File: config.mk
export PLATFORM = sky130hd
export DESIGN_NAME = pir_setup_seq
export DESIGN_NICKNAME = d
export VERILOG_FILES = /design/src/rtl/pir_setup_pkg.sv /design/src/rtl/pir_cycle_timer.sv /design/src/rtl/pir_edge_sync.sv /design/src/rtl/pir_setup_seq.sv
export SDC_FILE = /design/constraint.sdc
export NUM_CORES = 1
export LEC_CHECK = 0
export ABC_AREA = 1
export BUFFER_PORTS_ARGS = -buffer_cell sky130_fd_sc_hd__buf_2
export CAP_MARGIN = 20
export CORE_ASPECT_RATIO = 1.75
export CORE_UTILIZATION = 45
export CTS_CLUSTER_DIAMETER = 80
export DETAILED_ROUTE_END_ITERATION = 10
export GPL_TIMING_DRIVEN = 1
export PLACE_DENSITY = 0.79
export SYNTH_ARGS = -nofsm -noshare
export SYNTH_HDL_FRONTEND = slang
export SYNTH_SLANG_ARGS = --single-unit
File: constraint.sdc
create_clock -name clk -period 2.15 [get_ports clk]
set_clock_uncertainty 0.05 [all_clocks]
set_input_delay 0.3225 -clock clk [delete_from_list [all_inputs] [get_ports clk]]
set_output_delay 0.3225 -clock clk [all_outputs]
set_load 0.01 [all_outputs]
File: src/rtl/pir_setup_pkg.sv
package pir_setup_pkg;

  typedef enum logic [2:0] {
    ST_IDLE, ST_OFF, ST_BLANK, ST_WAIT, ST_SETTLE, ST_WRITE, ST_READ, ST_DETECT
  } seq_state_e;

  typedef enum logic [1:0] {
    ERR_NONE     = 2'd0,
    ERR_RDY_TMO  = 2'd1,
    ERR_LATE     = 2'd2,
    ERR_MISMATCH = 2'd3
  } seq_err_e;

  function automatic int max2(input int a, input int b);
    return (a > b) ? a : b;
  endfunction

  // filter type selection -> code sent to the sensor
  function automatic logic [2:0] filt_code(input logic [1:0] sel);
    case (sel)
      2'd0:    return 3'd7;
      2'd1:    return 3'd0;
      2'd2:    return 3'd1;
      default: return 3'd2;
    endcase
  endfunction

  // gain value -> code sent to the sensor (0 behaves as gain 1)
  function automatic logic [1:0] gain_code(input logic [1:0] g);
    case (g)
      2'd2:    return 2'd3;
      2'd3:    return 2'd0;
      default: return 2'd1;
    endcase
  endfunction

endpackage

File: src/rtl/pir_cycle_timer.sv
module pir_cycle_timer #(
  parameter int W = 8
) (
  input  logic         clk,
  input  logic         rst_n,
  input  logic         clr,
  output logic [W-1:0] cnt
);
  always_ff @(posedge clk or negedge rst_n) begin
    if (!rst_n)            cnt <= '0;
    else if (clr)          cnt <= '0;
    else if (cnt != '1)    cnt <= cnt + 1'b1;
  end
endmodule

File: src/rtl/pir_edge_sync.sv
module pir_edge_sync (
  input  logic clk,
  input  logic rst_n,
  input  logic din,
  output logic rise,
  output logic fall
);
  logic [2:0] sh;

  always_ff @(posedge clk or negedge rst_n) begin
    if (!rst_n) sh <= '0;
    else        sh <= {sh[1:0], din};
  end

  // sh[1] is the synchronized level, sh[2] its previous value
  assign rise = sh[1] & ~sh[2];
  assign fall = ~sh[1] & sh[2];
endmodule

File: src/rtl/pir_setup_seq.sv
module pir_setup_seq
  import pir_setup_pkg::*;
#(
  parameter int OFF_CYC     = 1750000,
  parameter int BLANK_CYC   = 100000,
  parameter int RST_TMO_CYC = 2500000,
  parameter int SETTLE_CYC  = 500,
  parameter int CFG_TMO_CYC = 1500000,
  parameter int THR_W       = 8,
  parameter int IMG_W       = 48
) (
  input  logic             clk,
  input  logic             rst_n,
  input  logic             setup_req,
  input  logic [THR_W-1:0] thresh,
  input  logic [1:0]       filt_sel,
  input  logic [1:0]       gain_sel,
  output logic             supply_en,
  input  logic             line_in,
  output logic             xfer_start,
  output logic             xfer_wr,
  output logic [IMG_W-1:0] xfer_img,
  input  logic             xfer_done,
  input  logic [IMG_W-1:0] xfer_rdata,
  output logic             busy,
  output logic             setup_done,
  output logic [1:0]       err_code,
  output logic             pins_released,
  output logic             evt_rise,
  output logic             evt_fall
);
  localparam int TMAX = max2(max2(max2(OFF_CYC, BLANK_CYC), max2(RST_TMO_CYC, SETTLE_CYC)), CFG_TMO_CYC);
  localparam int TW   = $clog2(TMAX + 2);

  function automatic logic [IMG_W-1:0] pack_image(input logic [THR_W-1:0] thr,
                                                  input logic [1:0] fs,
                                                  input logic [1:0] gs);
    logic [IMG_W-1:0] v;
    v = '0;
    v[THR_W-1:0]     = thr;
    v[THR_W +: 2]    = gain_code(gs);
    v[THR_W+2 +: 3]  = filt_code(fs);
    return v;
  endfunction

  seq_state_e       st, st_n;
  logic [TW-1:0]    ph_cnt, cfg_cnt;
  logic [IMG_W-1:0] img_q;
  logic             fall_seen, pwr_q, done_q;
  seq_err_e         err_q;

  // named internal events
  logic line_rise, line_fall;
  logic req_take, rdy_hit, rdy_tmo, read_fin, xfer_late, img_bad;
  logic ph_clr, cfg_clr;

  pir_edge_sync u_sync (
    .clk(clk), .rst_n(rst_n), .din(line_in), .rise(line_rise), .fall(line_fall)
  );

  pir_cycle_timer #(.W(TW)) u_ph_tmr (
    .clk(clk), .rst_n(rst_n), .clr(ph_clr), .cnt(ph_cnt)
  );

  pir_cycle_timer #(.W(TW)) u_cfg_tmr (
    .clk(clk), .rst_n(rst_n), .clr(cfg_clr), .cnt(cfg_cnt)
  );

  assign req_take  = setup_req && (st == ST_IDLE || st == ST_DETECT);
  assign rdy_hit   = (st == ST_WAIT) && line_fall && fall_seen;
  assign rdy_tmo   = (st == ST_WAIT) && !rdy_hit && (ph_cnt == TW'(RST_TMO_CYC - 1));
  assign read_fin  = (st == ST_READ) && xfer_done;
  assign xfer_late = cfg_cnt > TW'(CFG_TMO_CYC);
  assign img_bad   = xfer_rdata != img_q;

  always_comb begin
    st_n = st;
    case (st)
      ST_IDLE, ST_DETECT: if (setup_req) st_n = ST_OFF;
      ST_OFF:    if (ph_cnt == TW'(OFF_CYC - 1))    st_n = ST_BLANK;
      ST_BLANK:  if (ph_cnt == TW'(BLANK_CYC - 1))  st_n = ST_WAIT;
      ST_WAIT:   if (rdy_hit) st_n = ST_SETTLE;
                 else if (rdy_tmo) st_n = ST_IDLE;
      ST_SETTLE: if (ph_cnt == TW'(SETTLE_CYC - 1)) st_n = ST_WRITE;
      ST_WRITE:  if (xfer_done) st_n = ST_READ;
      ST_READ:   if (xfer_done) st_n = (xfer_late || img_bad) ? ST_IDLE : ST_DETECT;
      default:   st_n = ST_IDLE;
    endcase
  end

  assign ph_clr  = st_n != st;
  assign cfg_clr = (st_n == ST_WRITE) && (st != ST_WRITE);

  always_ff @(posedge clk or negedge rst_n) begin
    if (!rst_n) begin
      st        <= ST_IDLE;
      fall_seen <= 1'b0;
      pwr_q     <= 1'b0;
      img_q     <= '0;
      done_q    <= 1'b0;
      err_q     <= ERR_NONE;
    end else begin
      st <= st_n;
      if (st != ST_WAIT) fall_seen <= 1'b0;
      else if (line_fall) fall_seen <= 1'b1;
      if (req_take) pwr_q <= 1'b0;
      else if (st == ST_OFF && st_n == ST_BLANK) pwr_q <= 1'b1;
      if (req_take) begin
        img_q  <= pack_image(thresh, filt_sel, gain_sel);
        done_q <= 1'b0;
        err_q  <= ERR_NONE;
      end else if (rdy_tmo) begin
        err_q <= ERR_RDY_TMO;
      end else if (read_fin) begin
        if (xfer_late)    err_q  <= ERR_LATE;
        else if (img_bad) err_q  <= ERR_MISMATCH;
        else              done_q <= 1'b1;
      end
    end
  end

  assign supply_en     = pwr_q;
  assign xfer_start    = (st == ST_WRITE || st == ST_READ) && (ph_cnt == '0);
  assign xfer_wr       = st == ST_WRITE;
  assign xfer_img      = img_q;
  assign busy          = !(st == ST_IDLE || st == ST_DETECT);
  assign setup_done    = done_q;
  assign err_code      = err_q;
  assign pins_released = st == ST_DETECT;
  assign evt_rise      = line_rise && (st == ST_DETECT);
  assign evt_fall      = line_fall && (st == ST_DETECT);
endmodule

# --- After elaboration in Yosys (flattened, before gate mapping) ---
# Cells that the tools add are included.
totals:
  in_bits: 65
  output_inout_bits: 58
  word_cells: 101
  ff_bits: 68
op_classes:
  n_addsub: 2
  n_eq_ne: 26
  n_reduce_logical: 29
  bitwise_logic: 4
  mux: 30
  order_cmp: 1
ops:
  columns: ["cell", "n"]
  rows:
  - ["22-bit 2-to-1 mux", 4]
  - ["48-bit by 13-bit inequality test with 1-bit output", 1]
  - ["22-bit by 1-bit adder with 22-bit output (second input constant)", 2]
  - ["22-bit inequality test (second input constant)", 2]
  - ["3-bit 2-to-1 mux", 9]
  - ["22-bit by 17-bit equality test with 1-bit output (second input constant)", 1]
  - ["22-bit by 21-bit equality test with 1-bit output (second input constant)", 1]
  - ["22-bit equality test (second input constant)", 1]
  - ["22-bit by 9-bit equality test with 1-bit output (second input constant)", 1]
  - ["22-bit by 21-bit > comparator with 1-bit output (second input constant)", 1]
  - ["22-bit zero test", 1]
  - ["3-bit one-hot mux with 7 select lines", 1]
  - ["3-bit equality test (second input constant)", 5]
  - ["1-bit logical AND", 11]
  - ["2-bit 2-to-1 mux", 5]
  - ["2-bit nonzero test", 5]
  - ["3-bit by 2-bit equality test with 1-bit output (second input constant)", 3]
  - ["1-bit 2-to-1 mux", 9]
  - ["3-bit one-hot mux with 3 select lines", 1]
  - ["2-bit equality test (second input constant)", 3]
  - ["2-bit inequality test (second input constant)", 3]
  - ["2-bit one-hot mux with 2 select lines", 1]
  - ["4-bit AND reduction", 1]
  - ["4-bit nonzero test", 1]
  - ["other kinds (14)", 19]

# --- Depth between registers and ports, before layout ---
# Gate-level depths: netlist of run 1.
logic_depth:
  word_depth: 14
  ltp_mapped: 16
  depth_no_buf: 15

# --- Cells and area by module ---
# A second synthesis of run 1 with hierarchy kept.
hier_totals:
  cells_unflattened: 768
  area_unflattened_um2: 4982.3
modules_own_cells:
  columns: ["module", "seq_area_each_um2", "n_inst", "area_per_inst_um2", "cells_per_inst"]
  rows:
  - ["pir_cycle_timer", 550.5, 2, 1376.3, 201]
  - ["pir_setup_seq", 525.5, 1, 2139.6, 359]
  - ["pir_edge_sync", 75.1, 1, 90.1, 7]

# --- Worst setup path after synthesis of run 1 ---
# OpenSTA, ideal clock, no wires.
synth_timing:
  kind: "register -> output"
  start: "register st[2]"
  end: "output xfer_start"
  arrival_time_ns: 1.562
  setup_slack_ns: 0.215
  stages_incl_launch_ff: 7
  path_buffers: 0
  required_ns: 1.778
  cell_sequence: "dfrtp_1 inv_2 nor2_2 inv_1 nor2_2 inv_1 a2111oi_0"
synth_between:
  elab_chain_cells: 3
  word_cells_on_any_way: 4
  classes_between: "eq/ne (2); reduce/logical (2)"
synth_rtl:
  columns: ["element", "line", "rtl"]
  rows:
  - ["start, declared", "pir_setup_seq.sv:46", "seq_state_e st, st_n;"]
  - ["start signal, assigned", "pir_setup_seq.sv:103", "st <= st_n;"]
  - ["3-bit equality test", null, null]
  - ["via xfer_wr", "pir_setup_seq.sv:21", "output logic xfer_wr,"]
  - ["1-bit logical OR", "pir_setup_seq.sv:123", "assign xfer_start = (st == ST_WRITE || st == ST_READ) && (ph_cnt == '0);"]
  - ["1-bit logical AND", "pir_setup_seq.sv:123", null]
  - ["end, declared", "pir_setup_seq.sv:20", "output logic xfer_start,"]
# The timed path passes the listed nets, and every way through them passes these cells.

# --- Worst setup path after layout of run 1 ---
layout_timing:
  start: "register u_ph_tmr.cnt[10]"
  end: "register u_ph_tmr.cnt[13]"
layout_between:
  elab_chain_cells: 7
  word_cells_on_any_way: 17
  classes_between: "add/sub (1); eq/ne (6); mux (8); reduce/logical (2)"
layout_rtl:
  columns: ["element", "line", "rtl"]
  rows:
  - ["start, declared", "pir_cycle_timer.sv:7", "output logic [W-1:0] cnt"]
  - ["start signal, assigned", "pir_cycle_timer.sv:12", "else if (cnt != '1) cnt <= cnt + 1'b1;"]
  - ["22-bit equality test", "pir_setup_seq.sv:71", "assign rdy_tmo = (st == ST_WAIT) && !rdy_hit && (ph_cnt == TW'(RST_TMO_CYC - 1));"]
  - ["1-bit logical AND", "pir_setup_seq.sv:71", null]
  - ["3-bit 2-to-1 mux", "pir_setup_seq.sv:83", "else if (rdy_tmo) st_n = ST_IDLE;"]
  - ["3-bit 2-to-1 mux", "pir_setup_seq.sv:82", "ST_WAIT: if (rdy_hit) st_n = ST_SETTLE;"]
  - ["3-bit one-hot mux with 7 select lines", "pir_setup_seq.sv:78", "case (st)"]
  - ["3-bit inequality test", "pir_setup_seq.sv:91", "assign ph_clr = st_n != st;"]
  - ["22-bit 2-to-1 mux or 2-bit nonzero test (tied branches)", null, null]
# Several ways; a longest one is shown, not always the timed one. The select of a mux whose other input is x is not followed.
# A chain may end at the register's enable or synchronous reset.

==> results of run 1 <==
## worst max-delay path, stage by stage (launching register included)
cell     delay (ns)
dfrtp_2        0.43
buf_4          0.17
nand2_1        0.13
nor2_2         0.07
inv_2          0.08
nor2_2         0.06
nand3_1        0.13
nand4_2        0.12
nor2_1         0.32
nand2_1        0.18
o22ai_1        0.24
nor2_2         0.06
## per-stage QoR
stage	cell area (um^2)	hold WS (ns)	instances	worst slack, ns
final	5926	0.03260	945	0.0008824
after global routing	5926	0.04658	945	-0.08160
after CTS	5747	0.03401	933	0.001038
after detailed placement	5360	0.2895	910	0.08185
after global placement	5360	0.2825	910	0.1135
after floorplan	4847	-0.02309	713	0.2151
## timing repair
action                     in CTS  in global routing
pin swaps                       4                  8
gates resized for setup        19                 23
hold endpoints to repair       68                  0
setup endpoints to repair       1                 31
hold buffers                    1                  0
setup buffers                   7                 12
## power groups by stage
stage	Clock (mW)	Sequential [mW]	Combinational, mW
6_report	1.38	1.64	1.86
5_1_grt	1.44	1.66	2.06
4_1_cts	1.39	1.63	1.76
3_5_place_dp	0	1.65	1.71
3_3_place_gp	0	1.65	1.67
2_1_floorplan	0	1.69	1.07
## cells by family after synthesis
group	after synthesis
buffers and inverters	150
DFF	68
other	1
AOI/OAI and AO/OA	51
adders and majority gates	6
xor gates and xnor gates	23
and+or+nand+nor	380
## final cells by class
cell class / count / area, um^2
clock buffer: 11 / 252.7
clock inverter: 4 / 25.02
fill: 924 / 4313
inverter: 107 / 405.4
multi-input combinational: 495 / 2547
sequential: 68 / 1712
tap: 127 / 158.9
timing repair buffer: 133 / 824.5
## cells in the mapped netlist (all sizes together), types with 2 or more instances
cell type and instances:
a21oi 7, a31oi 2, buf 40, clkbuf 3, dfrtp 68, ha 6, inv 107, nand2 160
nand3 53, nand4 20, nor2 112, nor3 22, nor4 10, o21ai 36, o22ai 3, xnor2 6
xor2 17
## routing by layer
layer  wire length [um]  share of wire  global-route usage  vias to the layer above
met2               7326           0.53              0.4789                      300
met5                  0              0                   0                        -
met3                966          0.070             0.05232                       75
met4                856          0.062              0.1485                        0
met1               4563           0.33              0.2245                     2288
li1                   -              -                   -                     2349
## sequential cells by signal (all words and copies together) (netlist names)
register	cells
u_cfg_tmr.cnt	22
u_ph_tmr.cnt	22
xfer_img	13
st	3
u_sync.sh	3
err_code	2
fall_seen	1
setup_done	1
supply_en	1
## final timing paths
check	endpoint	slack [ns]	cells past startpoint
max in group asynchronous	u_ph_tmr.cnt[15]	1.24	3
max reg2reg	u_ph_tmr.cnt[13]	0.0009	11
min reg2reg	u_sync.sh[1]	0.30	0
min	u_sync.sh[0]	0.03	1
min in group asynchronous	u_cfg_tmr.cnt[15]	0.47	3
max	u_ph_tmr.cnt[13]	0.0009	11
==> key figures, run 1 <==
Status
  – Result of the run: finished, final reports clean

Route
  – Number of violations reported at the end of detailed-routing iteration 0: approximately 360
  – Total vias in the final route: ~5,000
  – Number of iterations in the first detailed-routing pass: 5
  – DRC violations left: 0
  – Final wirelength: 13,710 um
  – Drt via density: 5.304
  – Count of nets left with antenna violations after detail routing: 0
  – Average wire per standard cell: about 15 um

Hold path
  – Class of the worst hold path: primary input to flop
  – Hold path start: line_in

Timing
  – Final setup fails: 0
  – Share of the clock period used by the worst path: 0.9996
  – Measured slew at the worst slew-check pin: approximately 0.6 ns
  – Final worst path period need: around 2.1 ns
  – Maximum achievable frequency: 465.3 MHz
  – Max-Slew Margin vs Limit: 0.5981
  – Count of final hold-check violations: 0
  – Final Max Tran Viols: 0
  – RSZ-0062 raised after global routing: yes
  – Post-Route Setup TNS: 0 ns

Layout
  – Layout overhead on the synthesized area: 25.56%
  – Core utilization of the finished layout: 0.5788
  – Most frequent standard cell in the layout excluding fill and tap cells: nand2_1
  – Antenna cell count: 0
  – Share of layout cells above drive strength 1: 0.2848
  – Most frequent cells in the layout: nand2_1 (150), inv_1 (91), buf_2 (87)
  – Final layout net count: around 890

Yosys
  – Share of synthesized cell area in full adder, half adder and majority cells: 0.01591
  – Netlist cell types: 34
  – Synth Cell Area: approximately 0.0047 mm^2
  – Portion of synthesized cell area occupied by the leading cell type: 0.3606
  – Multiplexer share of the synthesized area: 0
  – Mean area per synthesized cell: 6.951 um^2
  – Count of mapped cells out of synthesis: 679
  – Synth warn: 0
  – Post-synth ARST share: 1.000
  – Dominant synthesized flop cell: dfrtp_1
  – Largest area contributor in the synthesized netlist: dfrtp_1
  – Share of the yosys chip area belonging to registers: 0.3606
  – Number of enable flip-flop cells after synthesis: 0
  – Fraction of synthesized cell area in xor and xnor cells: 0.04268
  – Main combinational cell family by area after synthesis: simple AND/OR/NAND/NOR gates
  – Post-synthesis compound-gate area fraction: 0.05726
  – Share of synthesized cell area in and, or, nand and nor gates: 0.3712
  – Count of state elements after synthesis: 68
  – Most area-consuming cells after synthesis: dfrtp_1 (36%), nand2_1 (12%), inv_1 (7.6%)

Clocking
  – Clock tree from TritonCTS: done
  – CTS sink cnt: between 60 and 70
  – Worst skew pair latency: roughly 0.34 ns
  – Clock Tree Root: clkbuf_16
  – H-tree levels: 3
  – CTS Buf Count: 9
  – Maximum number of buffers from clock root to sink: 2
  – Clock-pin transition on the worst setup and hold timing paths: roughly 0.060 ns

Setup path
  – Data required time at the worst endpoint: approximately 2.3 ns
  – Crit path capture type: flop
  – Source of the worst register-to-register timing path: u_ph_tmr.cnt[10]
  – Startpoint of the worst setup timing path: u_ph_tmr.cnt[10]
  – Maximum fanout along the worst path: 6
  – Critical path arrival: ~2.3 ns
  – Path type of the worst setup path: flop to flop
  – Category of the worst setup path launch point: flop

Power
  – Worst VDD drop: about 0.54 mV
  – Seq pwr share: 0.335
  – LEAKAGE: 2.948 nW
  – Fraction of power spent switching nets: 0.3795
  – Share of total power in combinational logic: 0.381
  – Psw: about 1.9 mW
  – Power density over the cells: about 800 mW/mm^2
  – Total Power: about 4.9 mW
  – Pint: around 3.0 mW
  – Proportion of power drawn by the clock network: 0.284

Die
  – Vertical extent of the die: roughly 140 um
  – I/O pin count: around 120
  – Number of placement rows: 49
  – Floorplan die area: 0.01092 mm^2
  – Chip Width: 79.42 um
  – Initial Util: 0.4610
  – Core area: 0.01024 mm^2

Flow run
  – Max-cap violation count: 0

Global route
  – Total track usage: 0.2456
  – Vias in the first global route: 4,494
  – Initial antenna violation count: 0
  – First-pass GRT wire length: about 20,000 um
  – Largest net degree at the start of global routing: between 60 and 70
  – Leftover overflow at the end of global routing: 0

Place
  – Estimated wirelength of the detail-placed design: around 9600 um
  – Number of I/O port buffers: between 80 and 90
  – Global placement routability congestion: approximately 0.95
No activity file was read; power rests on OpenSTA's default activity.
==> inputs of run 2 (changes only) <==
CTS_BUF_LIST = sky130_fd_sc_hd__clkbuf_4 sky130_fd_sc_hd__clkbuf_8   (was default)
==> run 2 against run 1 <==
  * First-iteration DRC count is 8.9% lower
  * Wire length is 3.0% lower
  * Final cell count is 0.63% higher
  * Maximum frequency is 1.2% lower
  * The run now ends with setup timing left
  * Power is 3.9% lower
  * Via count is 1.4% lower
  * Die area stayed put
  * Clock power is 30% lower
  * Combinational power is 12% higher
  * Worst setup slack worse by 0.027 ns
  * Count of clock-buffer cells in the layout stayed put
  * Register-to-register slack better by 0.02 ns
  * Largest cell class unchanged
==> key figures, run 2 (same netlist as run 1, synthesis figures left out) <==
Clocking
  – CTS sink cnt: 68 (unchanged)
  – CTS Buf Count: 9 (unchanged)
  – Maximum number of buffers from clock root to sink: 2 (unchanged)
  – Clock tree from TritonCTS: done (unchanged)
  – Clock Tree Root: clkbuf_8 (was clkbuf_16)
  – H-tree levels: 3 (unchanged)
  – Clock-pin transition on the worst setup and hold timing paths: 0.07 ns (was 0.06 ns)
  – Worst skew pair latency: 0.37 ns (was 0.34 ns)

Die
  – I/O pin count: 123 (unchanged)
  – Core area: 0.01024 mm^2 (unchanged)
  – Initial Util: 0.4610 (unchanged)
  – Number of placement rows: 49 (unchanged)
  – Vertical extent of the die: 137.5 um (unchanged)
  – Chip Width: 79.42 um (unchanged)
  – Floorplan die area: 0.01092 mm^2 (unchanged)

Power
  – LEAKAGE: 2.953 nW (was 2.948 nW)
  – Total Power: 4.690 mW (was 4.882 mW)
  – Share of total power in combinational logic: 0.444 (was 0.381)
  – Power density over the cells: 793.6 mW/mm^2 (was 823.8 mW/mm^2)
  – Worst VDD drop: 0.4511 mV (was 0.5406 mV)
  – Pint: 2.809 mW (was 3.029 mW)
  – Seq pwr share: 0.350 (was 0.335)
  – Fraction of power spent switching nets: 0.4010 (was 0.3795)
  – Psw: 1.881 mW (was 1.852 mW)
  – Proportion of power drawn by the clock network: 0.207 (was 0.284)

Layout
  – Share of layout cells above drive strength 1: 0.2973 (was 0.2848)
  – Non-filler instance count after layout: 951 (was 945)
  – Core utilization of the finished layout: 0.5772 (was 0.5788)
  – Area occupied by registers: 0.001713 mm^2 (was 0.001712 mm^2)
  – Cell area after layout: 0.005909 mm^2 (was 0.005926 mm^2)
  – Final layout net count: 891 (was 885)
  – Antenna cell count: 0 (unchanged)
  – Most frequent standard cell in the layout excluding fill and tap cells: nand2_1 (unchanged)
  – Layout overhead on the synthesized area: 25.21% (was 25.56%)
  – FILL cells: 917 (was 924)
  – Most frequent cells in the layout: nand2_1 (149), inv_1 (88), buf_2 (87) (was nand2_1 (150), inv_1 (91), buf_2 (87))
  – Area of the multi-input gates: 0.002566 mm^2 (was 0.002547 mm^2)

Timing
  – Final setup fails: 1 (was 0)
  – Final worst path period need: 2.176 ns (was 2.149 ns)
  – Share of the clock period used by the worst path: 1.012 (was 0.9996)
  – Worst setup slack after layout: -0.02600 ns (was 0.0008824 ns)
  – Hold slack: 0.009898 ns (was 0.03260 ns)
  – Max-Slew Margin vs Limit: 0.6239 (was 0.5981)
  – Measured slew at the worst slew-check pin: 0.5590 ns (was 0.5974 ns)
  – Final Max Tran Viols: 0 (unchanged)
  – RSZ-0062 raised after global routing: yes (unchanged)
  – Count of final hold-check violations: 0 (unchanged)
  – Maximum achievable frequency: 459.6 MHz (was 465.3 MHz)

Place
  – Number of I/O port buffers: 87 (unchanged)
  – Placed Cells incl. Taps: 910 (unchanged)
  – Global placement routability congestion: 0.9466 (unchanged)
  – Placement-stage cell area: 0.005360 mm^2 (unchanged)
  – Estimated wirelength of the detail-placed design: 9559 um (unchanged)

Setup path
  – Critical path arrival: 1.80 ns (was 2.33 ns)
  – Delay of the slowest cell on the worst path: 0.46 ns (was 0.43 ns)
  – R2r setup slk: 0.02 ns (was 0.0009 ns)
  – Crit path capture type: output port (was flop)
  – Maximum fanout along the worst path: 6 (unchanged)
  – Category of the worst setup path launch point: flop (unchanged)
  – Path type of the worst setup path: flop to output port (was flop to flop)
  – Cell with the biggest individual delay on the critical path: dfrtp_2 (unchanged)
  – Startpoint of the worst setup timing path: st[1] (was u_ph_tmr.cnt[10])
  – Worst path cell trace: nor2_4, inv_2, nor2_2, inv_2, a2111oi_4, buf_2 (was buf_4, nand2_1, nor2_2, inv_2, nor2_2, nand3_1, nand4_2, nor2_1, nand2_1, o22ai_1, nor2_2)
  – Data required time at the worst endpoint: 1.78 ns (was 2.33 ns)
  – Most used cell, CP: inv_2 (was nor2_2)
  – Source of the worst register-to-register timing path: u_ph_tmr.cnt[11] (was u_ph_tmr.cnt[10])

Route
  – Final wirelength: 13,290 um (was 13,710 um)
  – Total vias in the final route: 4,941 (was 5,012)
  – Number of iterations in the first detailed-routing pass: 5 (unchanged)
  – Average wire per standard cell: 13.98 um (was 14.51 um)
  – Count of nets left with antenna violations after detail routing: 0 (unchanged)
  – Drt via density: 5.196 (was 5.304)
  – DRC violations left: 0 (unchanged)
  – Number of violations reported at the end of detailed-routing iteration 0: 326 (was 358)

Global route
  – Vias in the first global route: 4,427 (was 4,494)
  – Total track usage: 0.2378 (was 0.2456)
  – First-pass GRT wire length: 19,550 um (was 20,060 um)
  – Largest net degree at the start of global routing: 69 (unchanged)
  – Leftover overflow at the end of global routing: 0 (unchanged)
  – Initial antenna violation count: 0 (unchanged)

Status
  – Result of the run: finished with violations (was finished, final reports clean)
  – Failing checks: setup timing

Hold path
  – Class of the worst hold path: primary input to flop (unchanged)
  – Hold path start: line_in (unchanged)

Flow run
  – Max-cap violation count: 0 (unchanged)
## run 2: changes by cell type in the layout (fill, tap and decap cells not counted), moves of 2 or more
cell and delta:
buf_4 +5, clkbuf_16 -8, clkbuf_8 +9, inv_1 -3, inv_2 +2
## run 2: power by group through the flow
stage	Combinational [mW]	Clock, mW	Sequential, mW
global placement	1.67	0	1.65
global route	2.26	1.03	1.66
floorplan	1.07	0	1.69
CTS	1.77	0.980	1.63
finish	2.08	0.970	1.64
detailed placement	1.71	0	1.65
## run 2: what timing repair did
action / CTS / global route
buffers inserted: 12 / 12
pin swaps: 4 / 10
cloned: 0 / 1
endpoints found under the hold margin: 68 / 0
gates resized for setup: 19 / 32
hold buffers: 1 / 0
endpoints found under the setup margin: 1 / 38
## run 2: metal layers
metal / global-route usage / share of wire / up-vias
li1: - / - / 2352
met1: 0.2117 / 0.33 / 2243
met2: 0.4660 / 0.54 / 273
met3: 0.04305 / 0.062 / 73
met4: 0.1646 / 0.066 / 0
met5: 0 / 0 / -
## run 2: area by class of cell
| type | count | share of cell area |
|---|---|---|
| clock buffers | 11 | 0.02562 |
| clock inverters | 4 | 0.004235 |
| inverters | 107 | 0.06902 |
| multi-input cells | 495 | 0.4343 |
| flip-flops and latches | 68 | 0.2899 |
| well taps | 127 | 0.02689 |
| repair buffers | 139 | 0.1501 |
## run 2: worst max-delay path: cells and delay by family, from the launching register on
| family | cells | cell delay [ns] |
|---|---|---|
| and+or+nand+nor | 2 | 0.35 |
| buffers and inverters | 3 | 0.33 |
| DFF | 1 | 0.46 |
| AOI/OAI and AO/OA | 1 | 0.30 |
## run 2: final timing paths
check,to,cells past startpoint
worst max-delay path,xfer_start,6
worst min-delay path,u_sync.sh[0],1
worst max register to register,u_ph_tmr.cnt[2],15
worst min register to register,u_sync.sh[1],0
max in group asynchronous,u_ph_tmr.cnt[15],3
min in group asynchronous,u_cfg_tmr.cnt[15],3
## run 2: metrics by stage
stage,setup TNS (ns),setup WS [ns]
after CTS,-0.02339,-0.02339
after global routing,-1.364,-0.08199
after global placement,0,0.1135
after floorplan,0,0.2151
after detailed placement,0,0.08185
final,-0.02600,-0.02600
==> inputs of run 3 (changes only) <==
PLACE_DENSITY = 0.7   (was 0.79)
TNS_END_PERCENT = 50   (was default)
==> run 3 against run 2 <==
  * The flow now finishes without violations
  * Non-clock buffer count fell by 25
  * Via count fell by 5.1%
  * Utilization decreased by 1.5 points
  * Die area unchanged
  * Critical endpoint is now u_ph_tmr.cnt[3]
  * Largest cell class unchanged
==> key figures, run 3 (same netlist as run 1, synthesis figures left out) <==
Global route
  – First-pass GRT wire length: 18,900 um (was 19,550 um)
  – Initial antenna violation count: 0 (unchanged)
  – Leftover overflow at the end of global routing: 0 (unchanged)
  – Largest net degree at the start of global routing: 69 (unchanged)
  – Vias in the first global route: 4,436 (was 4,427)
  – Total track usage: 0.2280 (was 0.2378)

Power
  – Power density over the cells: 836.9 mW/mm^2 (was 793.6 mW/mm^2)
  – Worst VDD drop: 0.5502 mV (was 0.4511 mV)
  – Pint: 3.035 mW (was 2.809 mW)
  – Fraction of power spent switching nets: 0.3704 (was 0.4010)
  – Psw: 1.785 mW (was 1.881 mW)
  – Proportion of power drawn by the clock network: 0.261 (was 0.207)
  – Share of total power in combinational logic: 0.402 (was 0.444)
  – Seq pwr share: 0.338 (was 0.350)
  – LEAKAGE: 2.866 nW (was 2.953 nW)

Route
  – Count of nets left with antenna violations after detail routing: 0 (unchanged)
  – Final wirelength: 12,310 um (was 13,290 um)
  – Average wire per standard cell: 13.28 um (was 13.98 um)
  – DRC violations left: 0 (unchanged)
  – Number of violations reported at the end of detailed-routing iteration 0: 269 (was 326)
  – Total vias in the final route: 4,687 (was 4,941)
  – Number of iterations in the first detailed-routing pass: 6 (was 5)
  – Drt via density: 5.056 (was 5.196)

Clocking
  – CTS Buf Count: 9 (unchanged)
  – Maximum number of buffers from clock root to sink: 2 (unchanged)
  – CTS sink cnt: 68 (unchanged)
  – Worst skew pair latency: 0.35 ns (was 0.37 ns)
  – Clock-pin transition on the worst setup and hold timing paths: 0.07 ns (about the same)
  – Clock Tree Root: clkbuf_8 (unchanged)
  – Clock tree from TritonCTS: done (unchanged)
  – H-tree levels: 3 (unchanged)

Status
  – Result of the run: finished, final reports clean (was finished with violations)

Timing
  – Final setup fails: 0 (was 1)
  – Final Max Tran Viols: 0 (unchanged)
  – Worst setup slack after layout: 0.01454 ns (was -0.02600 ns)
  – RSZ-0062 raised after global routing: yes (unchanged)
  – Hold slack: 0.02029 ns (was 0.009898 ns)
  – Maximum achievable frequency: 468.3 MHz (was 459.6 MHz)
  – Count of final hold-check violations: 0 (unchanged)
  – Final worst path period need: 2.135 ns (was 2.176 ns)
  – Share of the clock period used by the worst path: 0.9932 (was 1.012)

Setup path
  – Maximum fanout along the worst path: 11 (was 6)
  – Most used cell, CP: nand2_1 (was inv_2)
  – Path type of the worst setup path: flop to flop (was flop to output port)
  – Buf/Inv on CP: 2 (was 3)
  – Critical path arrival: 2.37 ns (was 1.80 ns)
  – Delay of the slowest cell on the worst path: 0.41 ns (was 0.46 ns)
  – Category of the worst setup path launch point: flop (unchanged)
  – Crit path capture type: flop (was output port)
  – Top delay family on crit path: simple AND/OR/NAND/NOR gates (was flip-flops)
  – Worst path cell trace: nand2_1, inv_2, nand2_1, nor3_1, nand3_1, nand2_1, nand2_1, nor2_1, nand2_1, nand2_1, nand2_1, nand2_2, nand2_4, buf_12, nor2_2 (was nor2_4, inv_2, nor2_2, inv_2, a2111oi_4, buf_2)
  – Cell with the biggest individual delay on the critical path: dfrtp_1 (was dfrtp_2)
  – Data required time at the worst endpoint: 2.39 ns (was 1.78 ns)

Place
  – Worst slack after detailed placement: 0.04932 ns (was 0.08185 ns)
  – Estimated wirelength of the detail-placed design: 9446 um (was 9559 um)
  – Global placement routability congestion: 0.9865 (was 0.9466)
  – Number of I/O port buffers: 87 (unchanged)
  – Placement-stage cell area: 0.005318 mm^2 (was 0.005360 mm^2)

Die
  – Floorplan die area: 0.01092 mm^2 (unchanged)
  – Initial Util: 0.4610 (unchanged)
  – Number of placement rows: 49 (unchanged)
  – Chip Width: 79.42 um (unchanged)
  – Core area: 0.01024 mm^2 (unchanged)
  – I/O pin count: 123 (unchanged)
  – Vertical extent of the die: 137.5 um (unchanged)

Layout
  – Share of layout cells above drive strength 1: 0.2688 (was 0.2973)
  – Layout overhead on the synthesized area: 22.03% (was 25.21%)
  – Most frequent cells in the layout: nand2_1 (148), inv_1 (94), buf_2 (87) (was nand2_1 (149), inv_1 (88), buf_2 (87))
  – Antenna cell count: 0 (unchanged)
  – Cell area after layout: 0.005759 mm^2 (was 0.005909 mm^2)
  – Most frequent standard cell in the layout excluding fill and tap cells: nand2_1 (unchanged)
  – Final layout net count: 866 (was 891)

Flow run
  – Max-cap violation count: 0 (unchanged)

Hold path
  – Class of the worst hold path: primary input to flop (unchanged)
[run 3: repair_timing]
item                                    CTS  global route
cloned                                    0             1
gates resized for setup                   7            32
setup buffers                             2             6
pin swaps                                 1             3
endpoints found under the setup margin    1            42
hold buffers                              1             0
hold endpoints to repair                 68             0
[run 3: final timing paths]
check	start	endpoint	slack (ns)	cells after the start
max	u_ph_tmr.cnt[6]	u_ph_tmr.cnt[3]	0.01	15
min in group asynchronous	rst_n	u_cfg_tmr.cnt[9]	0.42	3
max reg2reg	u_ph_tmr.cnt[6]	u_ph_tmr.cnt[3]	0.01	15
min reg2reg	u_sync.sh[0]	u_sync.sh[1]	0.30	0
min	line_in	u_sync.sh[0]	0.02	1
max in group asynchronous	rst_n	u_cfg_tmr.cnt[19]	1.25	3
[run 3: power groups by stage]
stage | logic, mW | registers [mW] | clock network (mW)
after detailed placement | 1.70 | 1.65 | 0
final | 1.94 | 1.63 | 1.26
after floorplan | 1.07 | 1.69 | 0
after global placement | 1.66 | 1.64 | 0
after global routing | 2.14 | 1.65 | 1.33
after CTS | 1.76 | 1.63 | 1.28
[run 3: per-layer routing]
layer	routed length, um	track usage	vias to the layer above
li1	-	-	2309
met1	4258	0.2109	2126
met2	6851	0.4344	193
met3	569	0.04503	59
met4	630	0.1586	0
met5	0	0	-
[run 3: final cells by class]
class / count / area (um^2)
clock inverter: 7 / 115.1
inverter: 107 / 401.6
sequential: 68 / 1714
fill: 970 / 4479
multi-input combinational: 495 / 2525
timing repair buffer: 114 / 720.7
tap: 127 / 158.9
clock buffer: 9 / 123.9
[run 3: through the flow]
stage | power [mW] | utilization | TNS (ns) | cells
global route | 5.126 | 0.5625 | -1.101 | 927
detailed placement | 3.353 | 0.5194 | 0 | 901
CTS | 4.668 | 0.5472 | 0 | 920
floorplan | 2.760 | - | 0 | 713
finish | 4.820 | 0.5625 | 0 | 927
global placement | 3.303 | 0.5194 | 0 | 901
